**src/rtl/tx_pin_pkg.sv**
```systemverilog
package tx_pin_pkg;
  // strobes from control to datapath
  typedef struct packed {
    logic load;    // move holding register into shifter
    logic shift;   // advance to next frame bit
    logic active;  // frame in progress
  } txStrobe_t;
endpackage

```
**src/rtl/tx_pin_ctrl.sv**
```systemverilog
module tx_pin_ctrl
  import tx_pin_pkg::*;
#(
  parameter int DATA_W        = 8,
  parameter int TICKS_PER_BIT = 16
) (
  input  logic       clk,
  input  logic       rstN,
  input  logic       tick,
  input  logic       txEn,
  input  logic       dataEmpty,
  input  logic [2:0] errFlags,
  input  logic       syncMode,
  output txStrobe_t  strobe
);
  localparam int FRAME_W = DATA_W + 2;
  localparam int TICK_W  = (TICKS_PER_BIT > 1) ? $clog2(TICKS_PER_BIT) : 1;
  localparam int BIT_W   = $clog2(FRAME_W);
  localparam logic [TICK_W-1:0] TICK_LAST = TICK_W'(TICKS_PER_BIT - 1);
  localparam logic [BIT_W-1:0]  BIT_LAST  = BIT_W'(FRAME_W - 1);

  logic              busy;
  logic [TICK_W-1:0] tickCnt;
  logic [BIT_W-1:0]  bitIdx;
  logic              blocked, bitEnd, frameEnd, startNow;

  always_comb begin
    blocked  = syncMode && (|errFlags);
    bitEnd   = busy && tick && (tickCnt == TICK_LAST);
    frameEnd = bitEnd && (bitIdx == BIT_LAST);
    startNow = txEn && !dataEmpty && !blocked && (!busy || frameEnd);
    strobe.load   = startNow;
    strobe.shift  = bitEnd && !frameEnd;
    strobe.active = busy;
  end

  always_ff @(posedge clk) begin
    if (!rstN || !txEn) begin
      busy    <= 1'b0;
      tickCnt <= '0;
      bitIdx  <= '0;
    end else if (startNow) begin
      busy    <= 1'b1;
      tickCnt <= '0;
      bitIdx  <= '0;
    end else if (frameEnd) begin
      busy    <= 1'b0;
      tickCnt <= '0;
      bitIdx  <= '0;
    end else if (busy && tick) begin
      if (tickCnt == TICK_LAST) begin
        tickCnt <= '0;
        bitIdx  <= bitIdx + 1'b1;
      end else begin
        tickCnt <= tickCnt + 1'b1;
      end
    end
  end
endmodule

```
**src/rtl/tx_pin_dp.sv**
```systemverilog
module tx_pin_dp
  import tx_pin_pkg::*;
#(
  parameter int DATA_W = 8
) (
  input  logic              clk,
  input  logic              rstN,
  input  logic              wrStb,
  input  logic [DATA_W-1:0] wrData,
  input  txStrobe_t         strobe,
  input  logic              txEn,
  input  logic              portData,
  input  logic              portDir,
  output logic              dataEmpty,
  output logic              pinOut,
  output logic              pinOe
);
  localparam int FRAME_W = DATA_W + 2;

  logic [DATA_W-1:0]  holdReg;
  logic [FRAME_W-1:0] shiftReg;

  always_ff @(posedge clk) begin
    if (!rstN) begin
      holdReg   <= '0;
      dataEmpty <= 1'b1;
    end else if (wrStb) begin
      holdReg   <= wrData;
      dataEmpty <= 1'b0;
    end else if (strobe.load) begin
      dataEmpty <= 1'b1;
    end
  end

  // stop bit, data, start bit; bit 0 goes out first
  always_ff @(posedge clk) begin
    if (!rstN) begin
      shiftReg <= '1;
    end else if (strobe.load) begin
      shiftReg <= {1'b1, holdReg, 1'b0};
    end else if (strobe.shift) begin
      shiftReg <= {1'b1, shiftReg[FRAME_W-1:1]};
    end
  end

  always_comb begin
    if (txEn) begin
      pinOe  = 1'b1;
      pinOut = strobe.active ? shiftReg[0] : 1'b1;
    end else begin
      pinOe  = portDir;
      pinOut = portData;
    end
  end
endmodule

```
**src/rtl/tx_pin_share.sv**
```systemverilog
module tx_pin_share
  import tx_pin_pkg::*;
#(
  parameter int DATA_W        = 8,
  parameter int TICKS_PER_BIT = 16
) (
  input  logic              clk,
  input  logic              rstN,
  input  logic              tick,
  input  logic              txEn,
  input  logic              wrStb,
  input  logic [DATA_W-1:0] wrData,
  output logic              dataEmpty,
  input  logic              portData,
  input  logic              portDir,
  input  logic              errOverrun,
  input  logic              errParity,
  input  logic              errFraming,
  input  logic              syncMode,
  output logic              pinOut,
  output logic              pinOe
);
  txStrobe_t strobe;

  tx_pin_ctrl #(.DATA_W(DATA_W), .TICKS_PER_BIT(TICKS_PER_BIT)) i_ctrl (
    .clk(clk), .rstN(rstN), .tick(tick), .txEn(txEn), .dataEmpty(dataEmpty),
    .errFlags({errOverrun, errParity, errFraming}), .syncMode(syncMode),
    .strobe(strobe)
  );

  tx_pin_dp #(.DATA_W(DATA_W)) i_dp (
    .clk(clk), .rstN(rstN), .wrStb(wrStb), .wrData(wrData), .strobe(strobe),
    .txEn(txEn), .portData(portData), .portDir(portDir),
    .dataEmpty(dataEmpty), .pinOut(pinOut), .pinOe(pinOe)
  );
endmodule

```
**config.mk**
```make
export PLATFORM = sky130hd
export DESIGN_NAME = tx_pin_share
export DESIGN_NICKNAME = d
export VERILOG_FILES = /design/src/rtl/tx_pin_pkg.sv /design/src/rtl/tx_pin_ctrl.sv /design/src/rtl/tx_pin_dp.sv /design/src/rtl/tx_pin_share.sv
export SDC_FILE = /design/constraint.sdc
export NUM_CORES = 1
export LEC_CHECK = 0
export BUFFER_PORTS_ARGS = -buffer_cell sky130_fd_sc_hd__buf_2
export CAP_MARGIN = 40
export CORE_MARGIN = 3
export CORE_UTILIZATION = 45
export DETAILED_ROUTE_END_ITERATION = 12
export PLACE_DENSITY = 0.69
export REMOVE_ABC_BUFFERS = 1
export SYNTH_ARGS = -nofsm -noshare
export SYNTH_HDL_FRONTEND = slang
export SYNTH_SLANG_ARGS = --single-unit
```
**constraint.sdc**
```tcl
create_clock -name clk -period 1.6 [get_ports clk]
set_input_delay 0.24 -clock clk [delete_from_list [all_inputs] [get_ports clk]]
set_output_delay 0.24 -clock clk [all_outputs]
set_load 0.02 [all_outputs]
```
; ---- Word level (Yosys, flattened, before mapping)
; Index checks and enable logic that the tools add are counted.
[word_totals]
reg_bits = 27
latch_bits = 0
ramBits = 0
mem_bits_ro = 0
wordCells = 42
memories = 0
[op_classes]
add_sub_neg = 2
multipliers = 0
n_div = 0
order_cmp = 0
n_eq_ne = 2
shift = 0
mux = 10
bitwise = 0
reduce_logical = 22
[ops]
columns = operator, n
row1 = 9-bit 2-to-1 mux, 2
row2 = 4-bit by 1-bit adder with 4-bit output (second input constant), 2
row3 = 4-bit equality test (second input constant), 2
row4 = 1-bit logical AND, 8
row5 = 1-bit 2-to-1 mux, 7
row6 = 1-bit zero test, 6
row7 = 2-bit nonzero test, 3
row8 = 3-bit OR reduction, 2
row9 = 4-bit 2-to-1 mux, 1
row10 = 1-bit logical OR, 2
row11 = 2-bit AND reduction, 1

; ---- Depth between registers and ports, before layout
[logic_depth]
word_depth = 7
depth_mapped = 8
mapped_depth_nobuf = 6

; ---- By module
; Synthesis repeated with hierarchy kept, for this count alone.
[unflattened]
hier_cells = 134
hier_area_um2 = 1272.5
[modules_own_cells]
columns = mod, n_inst, cells_per_inst, area_each_um2
row1 = tx_pin_dp, 1, 72, 763.2
row2 = tx_pin_ctrl, 1, 62, 509.2

; ---- Least setup slack after synthesis
; No wires, ideal clock.
[synth_path]
kind = register -> register
from = reg i_ctrl.bitIdx[1]
to = reg i_dp.shiftReg[0]
setup_time_ns = 0.134
arrival_ns = 1.404
setup_slack_ns = 0.062
stages_incl_launch_ff = 9
synth_period_minus_slack_ns = 1.538
cell_sequence = dfxtp_1 inv_1 ha_1 and3b_1 buf_2 nor3_2 buf_4 mux2i_1 o21ai_0
[synth_via]
elab_chain_len = 5
word_cells_on_any_way = 8
classes_between = 1 x eq/ne / 1 x mux / 6 x reduce/logical
[synth_rtl]
columns = item, line
row1 = from (decl), tx_pin_ctrl.sv:24  ; logic [BIT_W-1:0] bitIdx;
row2 = from (signal assigned), tx_pin_ctrl.sv:53  ; bitIdx <= bitIdx + 1'b1;
row3 = 4-bit equality test *, tx_pin_ctrl.sv:30  ; frameEnd = bitEnd && (bitIdx == BIT_LAST);
row4 = 1-bit logical AND *, tx_pin_ctrl.sv:30
row5 = 1-bit logical OR / 1-bit zero test (equally long branches), "tx_pin_ctrl.sv:31, tx_pin_ctrl.sv:33"
row6 = "1-bit logical AND, on equally long branches", "tx_pin_ctrl.sv:31, tx_pin_ctrl.sv:33"
row7 = 9-bit 2-to-1 mux / 2-bit nonzero test (equally long branches), -
row8 = to (signal assigned), tx_pin_dp.sv:40  ; shiftReg <= {1'b1, holdReg, 1'b0};
row9 = to (signal assigned), tx_pin_dp.sv:42  ; shiftReg <= {1'b1, shiftReg[FRAME_W-1:1]};
row10 = to (decl), tx_pin_dp.sv:21  ; logic [FRAME_W-1:0] shiftReg;
; Every way passes the cells marked *; elsewhere a longest branch is shown, timed or not.
; A chain may end at the register's enable or synchronous reset.

; ---- Worst setup path in the final report
; Ends and elaborated chain as after synthesis.

==> flow_metrics.py <==
metrics = {
    "route": {
        "wl_mm": 2.725,
        "antenna_left": 0,
        "drc_errors": 0,
        "wl_per_cell_um": 13.63,
        "first_iter_violations": 19,
        "vias": 1098,
        "via_per_inst": 5.490,
        "dr.pass1.iters": 4,
    },
    "run_status": {
        "status": "completed",
    },
    "sta": {
        "max_freq_mhz": 650.5,
        "drv_slew": 0,
        "relSlewSlack_pct": 74.04,
        "rsz0062_at_grt": "true",
        "timing.final.crit_share_pct": 96.08,
        "hold_ws_ns": 0.1507,
        "final.setup.tns_ns": 0,
        "post-route-min-period_ns": 1.537,
        "final.setup_skew_ns": 0.002164,
        "worstMarginPinSlew_ns": 0.3894,
        "report.final.hold_viol_count": 0,
        "fin_ws_ns": 0.06272,
        "setup_viol": 0,
    },
    "final_layout": {
        "drive_gt1_share_pct": 34.12,
        "fin_util_pct": 60.82,
        "final_cells": 200,
        "layout.nets": 193,
        "multiInputGateArea_sq_um": 743.2,
        "area_growth_pct": 21.76,
        "final.fill_count": 235,
        "antenna_cells": 0,
        "regArea_sq_um": 549.3,
    },
    "synth": {
        "yosysUniqueCellTypes": 37,
        "synth_top_area_share_pct": 41.42,
        "mappedNetlistArea_sq_mm": 0.001305,
        "ys.warnings.count": 0,
        "synth_edf_count": 0,
        "ys.flop_type": "dfxtp_1",
        "synthTopCellsByArea": "dfxtp_1, mux2i_1, o31a_1",
        "synthCells": 140,
        "synth_largest_area_cell": "dfxtp_1",
        "ys_seq_area_share_pct": 41.42,
        "syn_area_per_cell_sq_um": 9.321,
        "yosysMostFrequentCell": "dfxtp_1",
        "ys_seq_elements": 27,
        "yosys-top-cells-count": "dfxtp_1, nor3_1, mux2i_1, nor2_1",
        "async_flop_share_pct": 0,
    },
    "setup_path": {
        "cp-start-kind": "flip-flop",
        "end_kind": "flip-flop",
        "crit_arrival_ns": 1.78,
        "critPathMaxFanout": 8,
        "critPathKind": "flip-flop to flip-flop",
        "worstPathRequired_ns": 1.84,
    },
    "placement": {
        "gp_congestion": 0.8702,
        "dpl.hpwl_mm": 1.906,
        "place_ws_ns": -0.03844,
        "io_buffers": 21,
        "dpl.cell_count": 194,
    },
    "die": {
        "start_util_pct": 49.95,
        "coreArea_sq_mm": 0.002613,
        "die_y_um": 59.85,
        "row_count": 18,
        "io_pins": 22,
        "die_w_um": 59.85,
        "die-area_sq_mm": 0.003582,
    },
    "clock_network": {
        "clk_pin_slew_ns": 0.15,
        "cts_buffers": 3,
        "clock_sinks": 27,
        "root_buffer": "clkbuf_4",
        "clk_latency_ns": 0.33,
        "clk_path_buf_depth": 2,
        "cts_tree": "built",
        "cts.htree.levels": 1,
    },
    "flow_run": {
        "max-cap-violations": 0,
    },
    "power_and_ir_drop": {
        "powerDensity_mw_per_mm2": 725.5,
        "p_leak_nw": 0.6353,
        "max-vdd-ir-drop_mv": 0.5960,
    },
    "global_routing": {
        "grt_max_degree": 19,
        "grt_usage_pct": 16.56,
        "first_global_vias": 1096,
        "grt.overflow.total": 0,
        "antenna_found_initial": 0,
        "grt_pass1_wl_mm": 4.595,
    },
    "worst_hold_path": {
        "hold_class": "input port to flip-flop",
    },
}
## through the flow
stage	power, W	instance area, sq um
CTS	0.001155	1525
finish	0.001153	1589
global route	0.001204	1589
floorplan	0.0007946	1254
detailed placement	0.0008500	1479
global placement	0.0008460	1479
## metal layers
layer,share of wire (%),global-route usage (%),vias up
met1,50,21.26,497
met3,3.8,3.240,4
met4,1.9,5.696,0
met5,0,0,-
met2,45,27.47,23
li1,-,-,574
## cell families after synthesis
group / share of synthesized area [%]
simple gates: 19.27
compound gates: 22.15
flops: 41.42
buf+inv: 5.369
mux: 6.903
xor+xnor: 2.014
fa+ha+maj: 2.877
## final timing paths
check | startpoint | to | slack [ns] | cells after the start
worst max-delay path | i_ctrl.bitIdx[1] | i_dp.shiftReg[0] | 0.06 | 7
worst min-delay path | wrData[0] | i_dp.holdReg[0] | 0.15 | 3
worst max register to register | i_ctrl.bitIdx[1] | i_dp.shiftReg[0] | 0.06 | 7
worst min register to register | i_dp.shiftReg[1] | i_dp.shiftReg[1] | 0.51 | 2
## cells in the final DEF, fill, tap and decap left out, types with 4 or more instances in the layout
cell     count
dfxtp_1     22
buf_2       21
buf_4       11
nor3_1      10
mux2i_1      9
nor2_1       8
o21ai_1      8
nor2b_1      8
a21oi_1      7
o31a_1       7
inv_1        4
nand2_1      4
dfxtp_2      4
## flip-flops by register name, summed over array words and instances (netlist names)
| signal | count |
|---|---|
| i_dp.shiftReg | 9 |
| i_dp.dataEmpty | 1 |
| i_ctrl.tickCnt | 4 |
| i_dp.holdReg | 8 |
| i_ctrl.busy | 1 |
| i_ctrl.bitIdx | 4 |
## layout make-up
cell class                      instances  share of cell area (%)
Clock buffer                            3                   1.417
Sequential cell                        27                   34.57
Multi-Input combinational cell        100                   46.77
Timing Repair Buffer                   34                   13.23
Inverter                                5                   1.181
Tap cell                               30                   2.362
Clock inverter                          1                  0.4724
## critical path, cell delays in order, from the launching register on
cell and delay (ns):
dfxtp_2 0.36, inv_2 0.05, ha_4 0.15, and3b_2 0.28, nor3_4 0.20, buf_6 0.14
mux2i_1 0.18, o21ai_1 0.09
## report_power, final
| group | switching [W] | internal, W | leakage (nW) | total, W |
|---|---|---|---|---|
| clock | 0.000217 | 0.0000958 | 0.0139 | 0.000313 |
| combinational | 0.0000652 | 0.0000630 | 0.398 | 0.000128 |
| sequential | 0.0000151 | 0.000697 | 0.224 | 0.000712 |
| total | 0.000297 | 0.000855 | 0.635 | 0.00115 |
## timing repair
item | CTS | global route
hold buffers | 0 | 0
buffers inserted | 2 | 1
resized for setup | 1 | 20
setup endpoints to repair | 13 | 18
pin swaps | 1 | 4
No activity file was read; power rests on OpenSTA's default activity.
